**src/rtl/adc_trig_pkg.sv**
```systemverilog
package adc_trig_pkg;

  typedef enum logic [2:0] {
    TM_INTERVAL = 3'd0,
    TM_PWM      = 3'd1,
    TM_HA_TRI   = 3'd2,
    TM_TRI      = 3'd3,
    TM_PWM_DT   = 3'd4,
    TM_RSV5     = 3'd5,
    TM_RSV6     = 3'd6,
    TM_RSV7     = 3'd7
  } tmr_mode_e;

  // packed: vl is bit 3, pk bit 2, cmp_dn bit 1, cmp_up bit 0
  typedef struct packed {
    logic vl;
    logic pk;
    logic cmp_dn;
    logic cmp_up;
  } trig_en_t;

endpackage

```
**src/rtl/trig_en_mask.sv**
```systemverilog
module trig_en_mask
  import adc_trig_pkg::*;
(
  input  trig_en_t   raw_i,
  input  logic [2:0] mode_i,
  output trig_en_t   eff_o
);

  logic ok_up, ok_dn, ok_pk, ok_vl;

  always_comb begin
    ok_up = 1'b0;
    ok_dn = 1'b0;
    ok_pk = 1'b0;
    ok_vl = 1'b0;
    case (tmr_mode_e'(mode_i))
      TM_PWM: begin
        ok_up = 1'b1;
        ok_pk = 1'b1;
      end
      TM_HA_TRI: begin
        ok_up = 1'b1;
        ok_dn = 1'b1;
        ok_pk = 1'b1;
        ok_vl = 1'b1;
      end
      TM_TRI: begin
        ok_up = 1'b1;
        ok_dn = 1'b1;
        ok_vl = 1'b1;
      end
      TM_PWM_DT: begin
        ok_up = 1'b1;
        ok_pk = 1'b1;
      end
      default: begin
        ok_up = 1'b0;
      end
    endcase
  end

  always_comb begin
    eff_o.cmp_up = raw_i.cmp_up & ok_up;
    eff_o.cmp_dn = raw_i.cmp_dn & ok_dn;
    eff_o.pk     = raw_i.pk     & ok_pk;
    eff_o.vl     = raw_i.vl     & ok_vl;
  end

endmodule

```
**src/rtl/tri_test_cnt.sv**
```systemverilog
module tri_test_cnt #(
  parameter int CNT_W = 16
) (
  input  logic             clk_i,
  input  logic             rst_ni,
  input  logic             run_i,
  input  logic [CNT_W-1:0] top_i,
  input  logic [CNT_W-1:0] cmp_i,
  output logic [CNT_W-1:0] cnt_o,
  output logic             up_o,
  output logic             cmp_evt_o,
  output logic             peak_evt_o,
  output logic             valley_evt_o
);

  localparam logic [CNT_W-1:0] ONE  = {{(CNT_W-1){1'b0}}, 1'b1};
  localparam logic [CNT_W-1:0] ZERO = '0;

  logic [CNT_W-1:0] cnt_q, cnt_d, top_eff;
  logic             up_q, up_d;
  logic             at_top, at_bot;

  always_comb begin
    top_eff = (top_i == ZERO) ? ONE : top_i;
    at_top  = up_q && (cnt_q >= top_eff);
    at_bot  = !up_q && (cnt_q == ZERO);
  end

  always_comb begin
    cnt_d = cnt_q;
    up_d  = up_q;
    if (run_i) begin
      if (at_top) begin
        up_d  = 1'b0;
        cnt_d = cnt_q - ONE;
      end else if (at_bot) begin
        up_d  = 1'b1;
        cnt_d = ONE;
      end else if (up_q) begin
        cnt_d = cnt_q + ONE;
      end else begin
        cnt_d = cnt_q - ONE;
      end
    end
  end

  always_ff @(posedge clk_i or negedge rst_ni) begin
    if (!rst_ni) begin
      cnt_q <= ZERO;
      up_q  <= 1'b1;
    end else if (run_i) begin
      cnt_q <= cnt_d;
      up_q  <= up_d;
    end
  end

  always_comb begin
    cnt_o        = cnt_q;
    up_o         = up_q;
    cmp_evt_o    = run_i && (cnt_q == cmp_i);
    peak_evt_o   = run_i && at_top;
    valley_evt_o = run_i && at_bot;
  end

endmodule

```
**src/rtl/evt_thin.sv**
```systemverilog
module evt_thin #(
  parameter int DIV_W = 4
) (
  input  logic             clk_i,
  input  logic             rst_ni,
  input  logic [DIV_W-1:0] div_i,
  input  logic             evt_i,
  output logic             evt_o
);

  localparam logic [DIV_W-1:0] ONE  = {{(DIV_W-1){1'b0}}, 1'b1};
  localparam logic [DIV_W-1:0] ZERO = '0;

  logic [DIV_W-1:0] cnt_q, cnt_d, last;
  logic             pass;

  always_comb begin
    last  = ((div_i == ZERO) ? ONE : div_i) - ONE;
    pass  = evt_i && (cnt_q >= last);
    cnt_d = pass ? ZERO : (cnt_q + ONE);
    evt_o = pass;
  end

  always_ff @(posedge clk_i or negedge rst_ni) begin
    if (!rst_ni) begin
      cnt_q <= ZERO;
    end else if (evt_i) begin
      cnt_q <= cnt_d;
    end
  end

endmodule

```
**src/rtl/adc_trig_gen.sv**
```systemverilog
module adc_trig_gen
  import adc_trig_pkg::*;
#(
  parameter int CNT_W = 16,
  parameter int DIV_W = 4
) (
  input  logic             clk_i,
  input  logic             rst_ni,
  input  logic             cfg_we_i,
  input  logic [3:0]       cfg_wdata_i,
  input  logic [2:0]       mode_i,
  input  logic             src_int_i,
  input  logic             ext_cmp_i,
  input  logic             ext_dir_up_i,
  input  logic             ext_peak_i,
  input  logic             ext_valley_i,
  input  logic             tc_run_i,
  input  logic [CNT_W-1:0] tc_top_i,
  input  logic [CNT_W-1:0] tc_cmp_i,
  input  logic [DIV_W-1:0] thin_div_i,
  output logic             trig_o
);

  localparam int N_THIN = 2;

  // reset: asynchronous assert, synchronous release
  logic rst_meta, rst_sync;
  always_ff @(posedge clk_i or negedge rst_ni) begin
    if (!rst_ni) begin
      rst_meta <= 1'b0;
      rst_sync <= 1'b0;
    end else begin
      rst_meta <= 1'b1;
      rst_sync <= rst_meta;
    end
  end

  // enable register
  trig_en_t en_q, en_d, en_eff;
  always_comb en_d = cfg_we_i ? trig_en_t'(cfg_wdata_i) : en_q;

  always_ff @(posedge clk_i or negedge rst_sync) begin
    if (!rst_sync) en_q <= '0;
    else           en_q <= en_d;
  end

  trig_en_mask u_mask (
    .raw_i  (en_q),
    .mode_i (mode_i),
    .eff_o  (en_eff)
  );

  // built-in test counter
  logic [CNT_W-1:0] tc_cnt;
  logic             tc_up, tc_cmp, tc_peak, tc_valley;

  tri_test_cnt #(.CNT_W(CNT_W)) u_cnt (
    .clk_i        (clk_i),
    .rst_ni       (rst_sync),
    .run_i        (tc_run_i),
    .top_i        (tc_top_i),
    .cmp_i        (tc_cmp_i),
    .cnt_o        (tc_cnt),
    .up_o         (tc_up),
    .cmp_evt_o    (tc_cmp),
    .peak_evt_o   (tc_peak),
    .valley_evt_o (tc_valley)
  );

  // thinning of built-in peak [0] and valley [1]
  logic [N_THIN-1:0] thin_in, thin_out;
  always_comb thin_in = {tc_valley, tc_peak};

  for (genvar gi = 0; gi < N_THIN; gi++) begin : g_thin
    evt_thin #(.DIV_W(DIV_W)) u_thin (
      .clk_i  (clk_i),
      .rst_ni (rst_sync),
      .div_i  (thin_div_i),
      .evt_i  (thin_in[gi]),
      .evt_o  (thin_out[gi])
    );
  end

  // source selection
  logic sel_cmp, sel_dir, sel_peak, sel_valley;
  always_comb begin
    if (src_int_i) begin
      sel_cmp    = tc_cmp;
      sel_dir    = tc_up;
      sel_peak   = thin_out[0];
      sel_valley = thin_out[1];
    end else begin
      sel_cmp    = ext_cmp_i;
      sel_dir    = ext_dir_up_i;
      sel_peak   = ext_peak_i;
      sel_valley = ext_valley_i;
    end
  end

  // trigger combine and register
  logic cmp_hit, trig_d, trig_q;
  always_comb begin
    cmp_hit = sel_cmp && (sel_dir ? en_eff.cmp_up : en_eff.cmp_dn);
    trig_d  = cmp_hit || (sel_peak && en_eff.pk) || (sel_valley && en_eff.vl);
  end

  always_ff @(posedge clk_i or negedge rst_sync) begin
    if (!rst_sync) trig_q <= 1'b0;
    else           trig_q <= trig_d;
  end

  assign trig_o = trig_q;

endmodule

```
**config.mk**
```make
export PLATFORM = sky130hd
export DESIGN_NAME = adc_trig_gen
export DESIGN_NICKNAME = d
export VERILOG_FILES = /design/src/rtl/adc_trig_pkg.sv /design/src/rtl/trig_en_mask.sv /design/src/rtl/tri_test_cnt.sv /design/src/rtl/evt_thin.sv /design/src/rtl/adc_trig_gen.sv
export SDC_FILE = /design/constraint.sdc
export NUM_CORES = 1
export LEC_CHECK = 0
export BUFFER_PORTS_ARGS = -buffer_cell sky130_fd_sc_hd__buf_2
export CAP_MARGIN = 30
export CORE_AREA = 2 2 82 84
export DETAILED_ROUTE_END_ITERATION = 10
export DIE_AREA = 0 0 84 86
export HOLD_SLACK_MARGIN = 0.03
export MAX_ROUTING_LAYER = met4
export PLACE_DENSITY_LB_ADDON = 0.25
export SYNTH_ARGS = -nofsm -noshare
export SYNTH_HDL_FRONTEND = slang
export SYNTH_HIERARCHICAL = 1
export SYNTH_SLANG_ARGS = --single-unit
```
**constraint.sdc**
```tcl
create_clock -name clk_i -period 0.9 [get_ports clk_i]
set_input_delay 0.09 -clock clk_i [delete_from_list [all_inputs] [get_ports clk_i]]
set_output_delay 0.09 -clock clk_i [all_outputs]
set_load 0.01 [all_outputs]
```
# After elaboration in Yosys (flattened, before gate mapping)
# Cells that the tools add are included.
dict set report totals {
  word_cells 66
  input_bits 52
  regBits 32
}
dict set report op_classes {
  n_lt_le_gt_ge 3
  n_eq_ne 5
  mux 17
  addsub 5
  n_bitwise 4
  reduce_logical 21
}
# operator n
set op_table {}
lappend op_table {{2-to-1 mux 16 bit} 4}
lappend op_table {{logical NOT 16 bit} 2}
lappend op_table {{adder 16 x 1 -> 16 bit, second input constant} 1}
lappend op_table {{== test 16 bit} 1}
lappend op_table {{>= comparator 16 bit} 1}
lappend op_table {{subtractor 16 x 1 -> 16 bit, second input constant} 1}
lappend op_table {{2-to-1 mux 4 bit} 3}
lappend op_table {{logical AND 1 bit} 10}
lappend op_table {{2-to-1 mux 1 bit} 10}
lappend op_table {{adder 4 x 1 -> 4 bit, second input constant} 2}
lappend op_table {{>= comparator 4 bit} 2}
lappend op_table {{== test 3 x 2 -> 1 bit, second input constant} 2}
lappend op_table {{AND 1 bit} 4}
lappend op_table {{logical NOT 4 bit} 1}
lappend op_table {{OR reduction 4 bit} 1}
lappend op_table {{subtractor 4 x 1 -> 4 bit, second input constant} 1}
lappend op_table {{== test 3 x 1 -> 1 bit, second input constant} 1}
lappend op_table {{== test 3 bit, second input constant} 1}
lappend op_table {{OR reduction 3 bit} 1}
lappend op_table {{logical OR 1 bit} 2}
lappend op_table {{AND reduction 2 bit} 1}
lappend op_table {{nonzero test 2 bit} 1}
lappend op_table {{OR reduction 2 bit} 1}
lappend op_table {{logical NOT 1 bit} 1}

# Logic depth before layout (Yosys ltp)
# Gate-level depths: netlist of the first run.
dict set report depth {
  depth_word 10
  depth_mapped 14
  depth_no_buf 13
}

# Cells and area by module
# Netlist of the first run, hierarchy kept.
# mod seq_area_each_um2 area_each_um2 cells_each instances
set by_module_without_submodules {}
lappend by_module_without_submodules {tri_test_cnt 426.7 2192.1 292 1}
lappend by_module_without_submodules {evt_thin 100.1 319.1 35 2}
lappend by_module_without_submodules {adc_trig_gen 175.2 297.8 19 1}
lappend by_module_without_submodules {trig_en_mask 0.0 56.3 7 1}

# Worst setup path before layout of the first run
# OpenSTA, ideal clock, no wires.
dict set report synth_path {
  path_kind {flip-flop to flip-flop}
  from {register u_cnt.cnt_q[0] (netlist: u_cnt/cnt_o[0])}
  to {register trig_q (netlist: trig_o)}
  required_time_ps 775
  t_arrival_ps 2728
  synth_period_minus_slack_ps 2853
  slack_ps -1953
  path_stages_with_launch 14
  cell_sequence {dfrtp_1 > inv_1 > ha_1 > nand2b_4 > a2111oi_4 > o311ai_2 > a22oi_1 > clkbuf_1 > nor2_1 > inv_1 > a21oi_1 > mux2_2 > a22oi_2 > o21ai_1}
}
dict set report synth_via {
  elab_chain_cells 8
}
# element line_no
set synth_rtl {}
lappend synth_rtl {{start, declared} tri_test_cnt.sv:19} ;# logic [CNT_W-1:0] cnt_q, cnt_d, top_eff;
lappend synth_rtl {{start signal, assigned} tri_test_cnt.sv:52} ;# cnt_q <= cnt_d;
lappend synth_rtl {{>= comparator 16 bit} tri_test_cnt.sv:25} ;# at_top = up_q && (cnt_q >= top_eff);
lappend synth_rtl {{logical AND 1 bit} tri_test_cnt.sv:25}
lappend synth_rtl {{logical AND 1 bit} tri_test_cnt.sv:61} ;# peak_evt_o = run_i && at_top;
lappend synth_rtl {{via tc_peak} adc_trig_gen.sv:55} ;# logic tc_up, tc_cmp, tc_peak, tc_valley;
lappend synth_rtl {{logical AND 1 bit} evt_thin.sv:19} ;# pass = evt_i && (cnt_q >= last);
lappend synth_rtl {{via thin_out[0]} adc_trig_gen.sv:71} ;# logic [N_THIN-1:0] thin_in, thin_out;
lappend synth_rtl {{2-to-1 mux 1 bit} adc_trig_gen.sv:87} ;# if (src_int_i) begin
lappend synth_rtl {{logical AND 1 bit} adc_trig_gen.sv:104} ;# trig_d = cmp_hit || (sel_peak && en_eff.pk) || (sel_valley && en_eff.vl);
lappend synth_rtl {{logical OR 1 bit (2 in series)} adc_trig_gen.sv:104}
lappend synth_rtl {{via trig_d} adc_trig_gen.sv:101} ;# logic cmp_hit, trig_d, trig_q;
lappend synth_rtl {{end signal, assigned} adc_trig_gen.sv:109} ;# else trig_q <= trig_d;
lappend synth_rtl {{end, declared} adc_trig_gen.sv:101}
# The timed path passes the listed nets, and every way through them passes these cells.
# A chain may end at the register's enable or synchronous reset.

# Worst setup path in the final report of the first run
dict set report layout_path {
  from {register u_cnt.cnt_q[9] (netlist: u_cnt/cnt_o[9])}
  to {register u_cnt.cnt_q[12] (netlist: u_cnt/cnt_o[12])}
}
dict set report layout_via {
  elab_chain_cells 4
}
# element line_no
set layout_rtl {}
lappend layout_rtl {{subtractor 16 x 1 -> 16 bit (tied with other cells)} {tri_test_cnt.sv:35, tri_test_cnt.sv:42}}
lappend layout_rtl {{2-to-1 mux 16 bit / logical AND 1 bit (equally long branches)} {tri_test_cnt.sv:39, tri_test_cnt.sv:26}}
lappend layout_rtl {{2-to-1 mux 16 bit} tri_test_cnt.sv:36} ;# end else if (at_bot) begin
lappend layout_rtl {{2-to-1 mux 16 bit (*)} tri_test_cnt.sv:33} ;# if (at_top) begin
# Every way passes the cells marked *; elsewhere a longest branch is shown, timed or not.

==> reports/qor.txt, run 1 <==
root buffer cell -> sky130_fd_sc_hd__clkbuf_8
Max-Cap Viols -> 0
yosys warns -> 6
complex-gate fraction of the synthesized area -> 20.4%
fraction of layout cells with a size suffix above 1 -> 48.1%
xor/xnor cell area share of the yosys netlist -> 5.23%
post-synthesis simple-gate area fraction -> 22.9%
worst vdd ir -> 1.39 mV
Arrival @ worst endpoint -> 2720 ps
detailed-route vias per instance -> 6.96
count of H-tree levels built during CTS -> 2
die outline width -> 84 um
post-synthesis instance area -> 0.00318 sq mm
Vias -> 4372
share of the clock period used by the worst path -> 287%
final setup fails -> 26
first-pass GRT wire length -> 19300 um
global route overflow -> 0
fill cell instance count of the final layout -> 375
area growth from synthesis to layout -> 58.7%
TritonCTS clock tree -> yes
register bit count reported by yosys -> 32
pin count of the biggest net entering global routing -> 19
count of final hold-check violations -> 0
final core occ -> 80.5%
crit path time final -> 2590 ps
top cell type's share of synthesized area -> 24.4%
top fanout value on the critical path -> 3
net count reported at finish -> 628
Detailed Route WL -> 14700 um
type of destination of the critical path -> flop
static power due to leakage -> 2.31 nW
share of the yosys chip area belonging to registers -> 25.2%
diode insertion count for antenna repair -> 0
Die H -> 86 um
cell taking the most area after synthesis -> sky130_fd_sc_hd__dfrtp_1
number of sinks on the clock net -> 32
violations in the final reports -> setup timing
count of buffers from port buffering -> 52
dpl hpwl -> 7870 um
setup repair after global routing missed its margin -> yes
Mean Syn Cell Area -> 8.21 sq um
wire length per cell -> 23.4 um
Core ar. -> 0.00628 sq mm
largest family of logic cells by synthesized area -> simple AND/OR/NAND/NOR gates
insertion delay of the later-clocked pin in the worst-skew pair -> 290 ps
post-synth cell types -> 60
timing-limited maximum frequency -> 387 MHz
vias in the first global route -> 4012
CP Data Required Time -> 1030 ps
mux contribution to synthesized area -> 9.82%
Std-Cell Rows -> 29
critical path startpoint category -> flop
clock tree buffer depth -> 2
total power divided by cell area -> 2030 mW/mm^2
total iterations of the first detailed-routing run -> 8
Routed Antenna Nets -> 0
number of placed I/O pins -> 53
most used flip-flop cell after synthesis -> sky130_fd_sc_hd__dfrtp_1
library cell with the highest instance count after synthesis -> sky130_fd_sc_hd__dfrtp_1
GPL Wtd Cong -> 0.948
Initial DRC Count -> 548
post-route non-filler standard cell count -> 628
Clk pin slew, worst setup/hold paths -> 70 ps
Hold Crit Class -> input port to flop
outcome -> complete, but fails checks
EDFF count, synth -> 0
antenna violations before repair -> 0
Net Count, Synth -> 466
dominant cells by area after synthesis -> sky130_fd_sc_hd__dfrtp_1, sky130_fd_sc_hd__ha_1, sky130_fd_sc_hd__mux2i_1
cell total after placement -> 598
final routed DRC violation total -> 0
setup slack after layout -> -1690 ps
total track usage -> 34.8%
floorplan die area -> 0.00722 sq mm
effective utilization at floorplan -> 50.7%
max-slew violation count -> 0
number of clock buffers inserted by TritonCTS -> 5
ranking of synthesized cells by instance count -> sky130_fd_sc_hd__dfrtp_1, sky130_fd_sc_hd__nor3_1, sky130_fd_sc_hd__inv_1, sky130_fd_sc_hd__nor2_1, sky130_fd_sc_hd__a21oi_1
cell count after synthesis -> 388
Post-synth ARST share -> 100%
worst setup path category -> flop to flop
synthesized-area fraction occupied by adder cells -> 10.2%
Worst Skew -> 7.68 ps
[path summary, 6_finish.rpt]
kind / slack [ps] / cells past startpoint / end / startpoint
min in group asynchronous: 110 / 2 / rst_sync / rst_ni
worst max register to register: -1690 / 9 / u_cnt/cnt_o[12] / u_cnt/cnt_o[9]
max in group asynchronous: 320 / 1 / trig_o / rst_sync
worst min register to register: 140 / 0 / u_cnt/cnt_o[10] / rst_sync
worst min-delay path: 40 / 2 / en_q[0] / cfg_wdata_i[0]
worst max-delay path: -1690 / 9 / u_cnt/cnt_o[12] / u_cnt/cnt_o[9]
[power by group]
group          leakage, nW  switching, mW  internal (mW)  total, mW
sequential           0.380          0.412           1.84       2.25
clock               0.0510          0.564          0.610       1.17
combinational         1.88           3.86           2.97       6.83
[timing repair]
item / CTS / global route
setup buffers: 14 / 11
endpoints found under the setup margin: 26 / 26
hold buffers: 1 / 0
gates resized for setup: 48 / 40
pin swaps: 27 / 16
hold endpoints to repair: 2 / 0
[layer usage]
metal  GRT usage [%]  share of wire, %  vias up
li1                -                 -     1761
met3            8.08                12      177
met4            21.4               9.4        0
met2            56.9                45      449
met1            38.6                33     1985
met5               -                 0        -
[registers in the layout, indices dropped and copies added (netlist names)]
name and cells:
rst_sync 1, trig_o 1, rst_meta 1, u_cnt/up_o 1, en_q 4, u_cnt/cnt_o 16
g_thin.u_thin/cnt_q 8
[cell usage in the layout (no fill, tap or decap), types with 4 or more instances in the layout]
master / n
sky130_fd_sc_hd__mux2_2: 4
sky130_fd_sc_hd__buf_2: 50
sky130_fd_sc_hd__xor2_1: 18
sky130_fd_sc_hd__nand3_1: 11
sky130_fd_sc_hd__or3_1: 5
sky130_fd_sc_hd__ha_1: 18
sky130_fd_sc_hd__o21ai_1: 10
sky130_fd_sc_hd__a21oi_1: 20
sky130_fd_sc_hd__ha_4: 8
sky130_fd_sc_hd__dfrtp_1: 28
sky130_fd_sc_hd__a21oi_2: 7
sky130_fd_sc_hd__nand2_1: 17
sky130_fd_sc_hd__a31oi_1: 6
sky130_fd_sc_hd__o21ai_0: 4
sky130_fd_sc_hd__nor4_1: 4
sky130_fd_sc_hd__nand4_1: 10
sky130_fd_sc_hd__inv_1: 26
sky130_fd_sc_hd__nor2_4: 4
sky130_fd_sc_hd__nor2_1: 24
sky130_fd_sc_hd__nor3_2: 9
sky130_fd_sc_hd__nor3_1: 19
sky130_fd_sc_hd__buf_4: 104
sky130_fd_sc_hd__and3_1: 7
sky130_fd_sc_hd__clkbuf_8: 6
sky130_fd_sc_hd__mux2i_1: 18
sky130_fd_sc_hd__buf_6: 17
sky130_fd_sc_hd__mux2i_2: 4
sky130_fd_sc_hd__nor4_4: 4
sky130_fd_sc_hd__o21a_1: 5
[metrics by stage]
stage | setup slack (ps) | hold WS (ps) | cell area, sq um | total power, mW | setup TNS [ps]
after CTS | -1500 | 34.5 | 4790 | 8.93 | -34380
after global placement | -1770 | -124 | 4370 | 7.13 | -40360
final | -1690 | 42.8 | 5050 | 10.3 | -39900
after detailed placement | -1870 | -124 | 4370 | 7.30 | -41690
after floorplan | -1610 | -206 | 3340 | 5.15 | -33400
after global routing | -1700 | 34.5 | 5050 | 10.6 | -40130
[cells by family (layout without fill, tap and decap cells)]
logic type	after synthesis	in the layout
simple gates	140	140
compound gates	91	91
buf+inv	49	212
flops	32	32
mux	30	30
fa+ha+maj	26	26
xor+xnor	19	19
other cells	1	1
[critical path, stage by stage (launching register included)]
cell	delay [ps]
sky130_fd_sc_hd__dfrtp_1	430
sky130_fd_sc_hd__ha_4	250
sky130_fd_sc_hd__a21oi_2	160
sky130_fd_sc_hd__o21ai_2	80
sky130_fd_sc_hd__a221o_1	440
sky130_fd_sc_hd__a21o_1	230
sky130_fd_sc_hd__buf_6	150
sky130_fd_sc_hd__mux2i_2	210
sky130_fd_sc_hd__mux2i_2	300
sky130_fd_sc_hd__o311ai_1	190
[cell type report]
cell class              instances  area [sq um]  area share [%]
clock inverters                 2          10.0           0.198
multi-input cells             307          2680            52.9
repair buffers                174          1270            25.2
clock buffers                   6          82.6            1.63
flip-flops and latches         32           806            15.9
well taps                      77          96.3            1.91
inverters                      30           113            2.23
Note: power is estimated with default switching activity, not from simulation.
==> run 2, diff against run 1 <==
--- a/config.mk
+++ b/config.mk
@@ -5,11 +5,12 @@
 export SDC_FILE = /design/constraint.sdc
 export NUM_CORES = 1
 export LEC_CHECK = 0
+export ABC_AREA = 1
 export BUFFER_PORTS_ARGS = -buffer_cell sky130_fd_sc_hd__buf_2
 export CAP_MARGIN = 30
-export CORE_AREA = 2 2 82 84
+export CORE_AREA = 2 2 87 89
 export DETAILED_ROUTE_END_ITERATION = 10
-export DIE_AREA = 0 0 84 86
+export DIE_AREA = 0 0 89 91
 export HOLD_SLACK_MARGIN = 0.03
 export MAX_ROUTING_LAYER = met4
 export PLACE_DENSITY_LB_ADDON = 0.25
==> run 2 against run 1 <==
  * The run still ends with setup timing left
  * Non-clock buffer count rose by 14
  * Register-to-register slack improved by 480 ps
  * Worst hold slack got worse by 4.9 ps
  * Routed wire length fell by 5.2%
  * Combinational power rose by 61%
  * Cell area rose by 8.1%
  * Clock power fell by 6%
  * Highest routed layer unchanged
==> reports/qor.txt, run 2 <==
outcome -> complete, but fails checks (unchanged)
violations in the final reports -> setup timing (unchanged)
Std-Cell Rows -> 31 (was 29)
Core ar. -> 0.00714 sq mm (was 0.00628 sq mm)
final setup fails -> 26 (unchanged)
pin count of the biggest net entering global routing -> 21 (was 19)
setup repair after global routing missed its margin -> yes (unchanged)
crit path time final -> 2100 ps (was 2590 ps)
cell count after synthesis -> 600 (was 388)
vias in the first global route -> 4476 (was 4012)
insertion delay of the later-clocked pin in the worst-skew pair -> 290 ps (about the same)
ranking of synthesized cells by instance count -> sky130_fd_sc_hd__nand2_1, sky130_fd_sc_hd__inv_1, sky130_fd_sc_hd__nand3_1, sky130_fd_sc_hd__nor2_1, sky130_fd_sc_hd__dfrtp_1 (was sky130_fd_sc_hd__dfrtp_1, sky130_fd_sc_hd__nor3_1, sky130_fd_sc_hd__inv_1, sky130_fd_sc_hd__nor2_1, sky130_fd_sc_hd__a21oi_1)
storage element area -> 805 sq um (was 806 sq um)
antenna violations before repair -> 0 (unchanged)
placed inst area -> 0.00500 sq mm (was 0.00437 sq mm)
worst vdd ir -> 1.91 mV (was 1.39 mV)
launch instance of the worst min-delay path -> cfg_wdata_i[3] (was cfg_wdata_i[0])
number of flip-flops in the largest register -> 16 (unchanged)
share of the yosys chip area belonging to registers -> 21.6% (was 25.2%)
count of final hold-check violations -> 0 (unchanged)
Vias -> 4703 (was 4372)
post-synth cell types -> 45 (was 60)
terminating pin of the worst hold path -> en_q[3] (was en_q[0])
maximum cell stage delay along the critical path -> 460 ps (was 440 ps)
Die H -> 91 um (was 86 um)
net count reported at finish -> 854 (was 628)
Mean Syn Cell Area -> 6.20 sq um (was 8.21 sq um)
RR Endpoint -> trig_o (was u_cnt/cnt_o[12])
register bit count reported by yosys -> 32 (unchanged)
TritonCTS clock tree -> yes (unchanged)
top cell type's share of synthesized area -> 21.1% (was 24.4%)
library cell with the highest instance count after synthesis -> sky130_fd_sc_hd__nand2_1 (was sky130_fd_sc_hd__dfrtp_1)
yosys warns -> 6 (unchanged)
Routed Antenna Nets -> 0 (unchanged)
setup slack after layout -> -1200 ps (was -1690 ps)
cell family with most CP delay -> simple AND/OR/NAND/NOR gates (was compound AO/OA/AOI/OAI gates)
die outline width -> 89 um (was 84 um)
critical path startpoint category -> flop (unchanged)
worst hold-check slack -> 37.9 ps (was 42.8 ps)
worst hold path depth -> 2 (unchanged)
buffering stage count on the worst path with inverters included -> 4 (was 1)
static power due to leakage -> 2.99 nW (was 2.31 nW)
Post-synth ARST share -> 100% (unchanged)
final routed DRC violation total -> 0 (unchanged)
clock tree buffer depth -> 2 (unchanged)
diode insertion count for antenna repair -> 0 (unchanged)
GPL Wtd Cong -> 0.958 (was 0.948)
final design instance area without fill -> 0.00546 sq mm (was 0.00505 sq mm)
Detailed Route WL -> 13900 um (was 14700 um)
number of clock buffers inserted by TritonCTS -> 5 (unchanged)
post-synthesis instance area -> 0.00372 sq mm (was 0.00318 sq mm)
R2R Path Start -> u_cnt/cnt_o[1] (was u_cnt/cnt_o[9])
Worst Skew -> 5.60 ps (was 7.68 ps)
post-route non-filler standard cell count -> 876 (was 628)
commonest cells after routing, fill and taps aside -> sky130_fd_sc_hd__nand2_1, sky130_fd_sc_hd__buf_4, sky130_fd_sc_hd__inv_1 (was sky130_fd_sc_hd__buf_4, sky130_fd_sc_hd__buf_2, sky130_fd_sc_hd__dfrtp_1)
wire length per cell -> 15.9 um (was 23.4 um)
CP Data Required Time -> 1130 ps (was 1030 ps)
worst slack, placed -> -1430 ps (was -1870 ps)
CP cell instances -> inv_2 > ha_4 > nand3_4 > nor2_4 > nand2_2 > nor2_4 > nand3_4 > nor2_4 > inv_1 > a21oi_1 > inv_1 > nand2_1 > nand3_1 > nand2_1 > inv_1 > nand2_1 (was ha_4 > a21oi_2 > o21ai_2 > a221o_1 > a21o_1 > buf_6 > mux2i_2 > mux2i_2 > o311ai_1)
area growth from synthesis to layout -> 46.9% (was 58.7%)
fill cell instance count of the final layout -> 557 (was 375)
Initial DRC Count -> 373 (was 548)
EDFF count, synth -> 0 (unchanged)
root buffer cell -> sky130_fd_sc_hd__clkbuf_8 (unchanged)
dominant cells by area after synthesis -> sky130_fd_sc_hd__nand2_1, sky130_fd_sc_hd__dfrtp_1, sky130_fd_sc_hd__ha_1 (was sky130_fd_sc_hd__dfrtp_1, sky130_fd_sc_hd__ha_1, sky130_fd_sc_hd__mux2i_1)
count of buffers from port buffering -> 52 (unchanged)
Hold Crit Class -> input port to flop (unchanged)
detailed-route vias per instance -> 5.37 (was 6.96)
most common library cell in the layout ignoring fill and taps -> sky130_fd_sc_hd__nand2_1 (was sky130_fd_sc_hd__buf_4)
fraction of layout cells with a size suffix above 1 -> 35.8% (was 48.1%)
floorplan die area -> 0.00810 sq mm (was 0.00722 sq mm)
number of placed I/O pins -> 53 (unchanged)
number of cell instances on the worst register-to-register path -> 16 (was 9)
type of destination of the critical path -> flop (unchanged)
cell with the largest stage delay on the worst path -> sky130_fd_sc_hd__dfrtp_2 (was sky130_fd_sc_hd__a221o_1)
Net Count, Synth -> 678 (was 466)
total track usage -> 34.2% (was 34.8%)
internal reg-to-reg setup slack -> -1200 ps (was -1690 ps)
count of H-tree levels built during CTS -> 2 (unchanged)
Clk pin slew, worst setup/hold paths -> 70 ps (about the same)
max-slew violation count -> 0 (unchanged)
share of the clock period used by the worst path -> 234% (was 287%)
first-pass GRT wire length -> 21000 um (was 19300 um)
Arrival @ worst endpoint -> 2330 ps (was 2720 ps)
worst setup path category -> flop to flop (unchanged)
cell taking the most area after synthesis -> sky130_fd_sc_hd__nand2_1 (was sky130_fd_sc_hd__dfrtp_1)
total power divided by cell area -> 2630 mW/mm^2 (was 2030 mW/mm^2)
timing-limited maximum frequency -> 476 MHz (was 387 MHz)
effective utilization at floorplan -> 52.1% (was 50.7%)
area of the multi-input gates -> 0.00278 sq mm (was 0.00268 sq mm)
top fanout value on the critical path -> 4 (was 3)
total iterations of the first detailed-routing run -> 5 (was 8)
most used flip-flop cell after synthesis -> sky130_fd_sc_hd__dfrtp_1 (unchanged)
number of sinks on the clock net -> 32 (unchanged)
global route overflow -> 0 (unchanged)
dpl hpwl -> 10300 um (was 7870 um)
Max-Cap Viols -> 0 (unchanged)
cell total after placement -> 853 (was 598)
run 2: cell types whose count changed after synthesis, moves of 19 or more:
cell / before / now
sky130_fd_sc_hd__inv_1: 29 / 78
sky130_fd_sc_hd__mux2i_1: 23 / 0
sky130_fd_sc_hd__nand2_1: 18 / 209
sky130_fd_sc_hd__nand3_1: 14 / 54
sky130_fd_sc_hd__nor2_1: 28 / 47
sky130_fd_sc_hd__nor3_1: 30 / 3
run 2: power by group:
group | internal (mW) | total [mW] | switching, mW
logic | 4.72 | 11.0 | 6.23
registers | 1.89 | 2.30 | 0.411
clock network | 0.543 | 1.10 | 0.556
run 2: area by class of cell:
cell class | instances | share of cell area, %
Clock buffer | 7 | 1.40
Clock inverter | 1 | 0.0916
Inverter | 83 | 5.75
Multi-Input combinational cell | 466 | 50.8
Sequential cell | 32 | 14.7
Tap cell | 99 | 2.27
Timing Repair Buffer | 188 | 24.9
run 2: metal layers:
layer | routed length (um) | up-vias | GRT usage [%]
li1 | - | 2266 | -
met1 | 5690 | 2178 | 43.0
met5 | 0 | - | -
met2 | 6940 | 209 | 54.4
met3 | 791 | 50 | 5.45
met4 | 508 | 0 | 13.7
run 2: what timing repair did:
item,in CTS,in global routing
setup endpoints to repair,26,27
gates cloned,2,0
setup buffers,6,8
pin swaps,26,31
gates resized for setup,35,30
hold endpoints to repair,2,0
hold buffers,1,0
run 2: worst max path at each step:
| stage | from | endpoint | slack, ps | depth (start not counted) |
|---|---|---|---|---|
| CTS | u_cnt/cnt_o[1] | g_thin[0].u_thin/cnt_q[3] | -1100 | 14 |
| global placement | tc_top_i[12] | trig_o | -1340 | 23 |
| finish | u_cnt/cnt_o[1] | trig_o | -1200 | 16 |
| global route | tc_top_i[12] | trig_o | -1420 | 23 |
| floorplan | tc_top_i[12] | trig_o | -1060 | 22 |
| detailed placement | tc_top_i[12] | u_cnt/cnt_o[11] | -1430 | 19 |
run 2: logic make-up (layout without fill, tap and decap cells):
group | Yosys count | count (layout) | synth area share (%)
fa+ha+maj | 26 | 26 | 8.75
buf+inv | 104 | 279 | 11.7
simple gates | 362 | 364 | 43.7
other cells | 1 | 1 | 0.101
mux | 4 | 4 | 1.21
flops | 32 | 32 | 21.6
xor+xnor | 16 | 16 | 3.77
compound gates | 55 | 55 | 9.19
run 2: metrics by stage:
step	TNS, ps	power [mW]	util [%]
2_1_floorplan	-22690	7.86	-
3_3_place_gp	-32130	11.6	70.0
3_5_place_dp	-33930	11.9	70.0
4_1_cts	-25960	13.6	74.3
5_1_grt	-32880	15.4	76.5
6_report	-28990	14.4	76.5
==> run 3, diff against run 2 <==
--- a/config.mk
+++ b/config.mk
@@ -8,13 +8,12 @@
 export ABC_AREA = 1
 export BUFFER_PORTS_ARGS = -buffer_cell sky130_fd_sc_hd__buf_2
 export CAP_MARGIN = 30
-export CORE_AREA = 2 2 87 89
+export CORE_AREA = 2 2 86 88
 export DETAILED_ROUTE_END_ITERATION = 10
-export DIE_AREA = 0 0 89 91
+export DIE_AREA = 0 0 88 90
 export HOLD_SLACK_MARGIN = 0.03
 export MAX_ROUTING_LAYER = met4
 export PLACE_DENSITY_LB_ADDON = 0.25
 export SYNTH_ARGS = -nofsm -noshare
 export SYNTH_HDL_FRONTEND = slang
-export SYNTH_HIERARCHICAL = 1
 export SYNTH_SLANG_ARGS = --single-unit
==> run 3 against run 2 <==
  * The run still ends with setup timing left
  * Cell area is 5.1% lower
  * Critical path type unchanged
  * Clock-buffer cell count is 1 lower
  * Routed wire length is 19% lower
  * First-iteration DRC count is 41% lower
  * Sequential power is 3% lower
  * Die area is 2.2% lower
  * Synthesized area is 3.4% lower
==> reports/qor.txt, run 3 <==
outcome -> complete, but fails checks (unchanged)
violations in the final reports -> setup timing (unchanged)
fill cell instance count of the final layout -> 592 (was 557)
final routed DRC violation total -> 0 (unchanged)
net count reported at finish -> 801 (was 854)
effective utilization at floorplan -> 51.2% (was 52.1%)
worst vdd ir -> 0.966 mV (was 1.91 mV)
post-synth cell types -> 41 (was 45)
die outline width -> 88 um (was 89 um)
cell taking the most area after synthesis -> sky130_fd_sc_hd__dfrtp_1 (was sky130_fd_sc_hd__nand2_1)
library cell with the highest instance count after synthesis -> sky130_fd_sc_hd__nand2_1 (unchanged)
total track usage -> 30.5% (was 34.2%)
Std-Cell Rows -> 31 (unchanged)
worst slack, placed -> -1270 ps (was -1430 ps)
Clk pin slew, worst setup/hold paths -> 80 ps (was 70 ps)
critical path startpoint category -> flop (unchanged)
number of cell instances on the worst register-to-register path -> 14 (was 16)
Worst Skew -> 4.99 ps (was 5.60 ps)
CP Data Required Time -> 1130 ps (about the same)
count of buffers from port buffering -> 52 (unchanged)
TritonCTS clock tree -> yes (unchanged)
count of final hold-check violations -> 0 (unchanged)
final design instance area without fill -> 0.00518 sq mm (was 0.00546 sq mm)
worst setup path category -> flop to flop (unchanged)
RR Endpoint -> u_cnt.cnt_o[15] (was trig_o)
share of the clock period used by the worst path -> 213% (was 234%)
Detailed Route WL -> 11300 um (was 13900 um)
R2R Path Start -> u_cnt.cnt_o[6] (was u_cnt/cnt_o[1])
floorplan die area -> 0.00792 sq mm (was 0.00810 sq mm)
Hold Crit Class -> input port to flop (unchanged)
timing-limited maximum frequency -> 521 MHz (was 476 MHz)
Die H -> 90 um (was 91 um)
number of placed I/O pins -> 53 (unchanged)
yosys warns -> 0 (was 6)
commonest cells after routing, fill and taps aside -> sky130_fd_sc_hd__nand2_1, sky130_fd_sc_hd__buf_4, sky130_fd_sc_hd__inv_1 (unchanged)
launch instance of the worst min-delay path -> cfg_wdata_i[2] (was cfg_wdata_i[3])
total power divided by cell area -> 2540 mW/mm^2 (was 2630 mW/mm^2)
placed inst area -> 0.00469 sq mm (was 0.00500 sq mm)
Core ar. -> 0.00702 sq mm (was 0.00714 sq mm)
ranking of synthesized cells by instance count -> sky130_fd_sc_hd__nand2_1, sky130_fd_sc_hd__inv_1, sky130_fd_sc_hd__nor2_1, sky130_fd_sc_hd__nand3_1, sky130_fd_sc_hd__dfrtp_1 (was sky130_fd_sc_hd__nand2_1, sky130_fd_sc_hd__inv_1, sky130_fd_sc_hd__nand3_1, sky130_fd_sc_hd__nor2_1, sky130_fd_sc_hd__dfrtp_1)
number of sinks on the clock net -> 32 (unchanged)
Vias -> 4168 (was 4703)
number of clock buffers inserted by TritonCTS -> 5 (unchanged)
static power due to leakage -> 2.80 nW (was 2.99 nW)
most used flip-flop cell after synthesis -> sky130_fd_sc_hd__dfrtp_1 (unchanged)
setup repair after global routing missed its margin -> yes (unchanged)
final core occ -> 73.8% (was 76.5%)
Initial DRC Count -> 219 (was 373)
insertion delay of the later-clocked pin in the worst-skew pair -> 290 ps (about the same)
clock tree buffer depth -> 2 (unchanged)
final setup fails -> 26 (unchanged)
Post-synth ARST share -> 100% (unchanged)
crit path time final -> 1920 ps (was 2100 ps)
Mean Syn Cell Area -> 6.38 sq um (was 6.20 sq um)
terminating pin of the worst hold path -> en_q[2] (was en_q[3])
Max-Cap Viols -> 0 (unchanged)
first-pass GRT wire length -> 18700 um (was 21000 um)
Arrival @ worst endpoint -> 2150 ps (was 2330 ps)
worst hold-check slack -> 26.3 ps (was 37.9 ps)
number of flip-flops in the largest register -> 16 (unchanged)
power after layout -> 13.2 mW (was 14.4 mW)
wire length per cell -> 13.8 um (was 15.9 um)
global route overflow -> 0 (unchanged)
max-slew violation count -> 0 (unchanged)
GPL Wtd Cong -> 0.972 (was 0.958)
fraction of layout cells with a size suffix above 1 -> 35.6% (was 35.8%)
Routed Antenna Nets -> 0 (unchanged)
EDFF count, synth -> 0 (unchanged)
post-synthesis instance area -> 0.00359 sq mm (was 0.00372 sq mm)
cell count after synthesis -> 563 (was 600)
share of the yosys chip area belonging to registers -> 22.3% (was 21.6%)
worst hold path depth -> 3 (was 2)
dominant cells by area after synthesis -> sky130_fd_sc_hd__dfrtp_1, sky130_fd_sc_hd__nand2_1, sky130_fd_sc_hd__ha_1 (was sky130_fd_sc_hd__nand2_1, sky130_fd_sc_hd__dfrtp_1, sky130_fd_sc_hd__ha_1)
top fanout value on the critical path -> 4 (unchanged)
Net Count, Synth -> 644 (was 678)
type of destination of the critical path -> flop (unchanged)
diode insertion count for antenna repair -> 0 (unchanged)
internal reg-to-reg setup slack -> -1020 ps (was -1200 ps)
antenna violations before repair -> 0 (unchanged)
most common library cell in the layout ignoring fill and taps -> sky130_fd_sc_hd__nand2_1 (unchanged)
top cell type's share of synthesized area -> 21.6% (was 21.1%)
area growth from synthesis to layout -> 44.3% (was 46.9%)
detailed-route vias per instance -> 5.08 (was 5.37)
total iterations of the first detailed-routing run -> 5 (unchanged)
setup slack after layout -> -1020 ps (was -1200 ps)
root buffer cell -> sky130_fd_sc_hd__clkbuf_8 (unchanged)
pin count of the biggest net entering global routing -> 21 (unchanged)
vias in the first global route -> 4134 (was 4476)
register bit count reported by yosys -> 32 (unchanged)
dpl hpwl -> 8920 um (was 10300 um)
count of H-tree levels built during CTS -> 2 (unchanged)
-- run 3: worst max-delay path, stage by stage (launching register included) --
cell and delay [ps]:
sky130_fd_sc_hd__dfrtp_1 390, sky130_fd_sc_hd__ha_1 310, sky130_fd_sc_hd__nand2_2 80, sky130_fd_sc_hd__inv_2 40, sky130_fd_sc_hd__nand2_1 50, sky130_fd_sc_hd__nand2_1 60, sky130_fd_sc_hd__nor2_1 110, sky130_fd_sc_hd__nand2_1 80
sky130_fd_sc_hd__nand2_2 100, sky130_fd_sc_hd__nand2_4 80, sky130_fd_sc_hd__buf_4 150, sky130_fd_sc_hd__a21oi_2 110, sky130_fd_sc_hd__buf_4 140, sky130_fd_sc_hd__nand3_1 90, sky130_fd_sc_hd__nand3_1 80
-- run 3: worst max-delay path by stage --
stage | startpoint | to | cells past startpoint
global route | u_cnt.cnt_o[6] | u_cnt.cnt_o[15] | 14
CTS | u_cnt.cnt_o[7] | u_cnt.cnt_o[3] | 16
finish | u_cnt.cnt_o[6] | u_cnt.cnt_o[15] | 14
detailed placement | tc_top_i[13] | u_cnt.cnt_o[12] | 17
floorplan | u_cnt.cnt_o[5] | g_thin[0].u_thin.cnt_q[1] | 15
global placement | tc_top_i[13] | u_cnt.cnt_o[5] | 17
-- run 3: layer usage --
layer	share of wire, %	wire length [um]	vias up	GRT usage (%)
met5	0	0	-	-
met4	1.6	182	0	6.41
met3	5.1	577	18	3.03
met2	51	5750	140	52.9
met1	42	4800	1895	38.1
li1	-	-	2115	-
-- run 3: area by class of cell --
cell class	instances	area, sq um	area share, %
multi-input combinational	434	2620	50.5
timing repair buffer	169	1200	23.2
sequential	32	807	15.6
inverter	78	325	6.28
tap	99	124	2.39
clock buffer	6	72.6	1.40
clock inverter	2	35.0	0.676
-- run 3: timing repair --
action                     in CTS  in global routing
hold buffers                    2                  0
gates resized for setup        35                 22
setup endpoints to repair      26                 26
pin swaps                      23                  8
hold endpoints to repair        3                  0
buffers inserted               13                  5
-- run 3: kinds of logic after synthesis --
kind of cell | share of synthesized area (%)
buf+inv | 11.9
compound gates | 9.33
other cells | 0.104
simple gates | 40.7
fa+ha+maj | 10.1
mux | 0.627
xor+xnor | 4.88
flops | 22.3
-- run 3: power breakdown --
| group | internal, mW | switching (mW) |
|---|---|---|
| clock network | 0.822 | 0.593 |
| registers | 1.88 | 0.361 |
| logic | 4.21 | 5.32 |
-- run 3: stage by stage --
step / TNS, ps / cells
6_report: -24480 / 820
4_1_cts: -23330 / 815
3_3_place_gp: -28110 / 792
2_1_floorplan: -19990 / 563
3_5_place_dp: -30670 / 792
5_1_grt: -27220 / 820
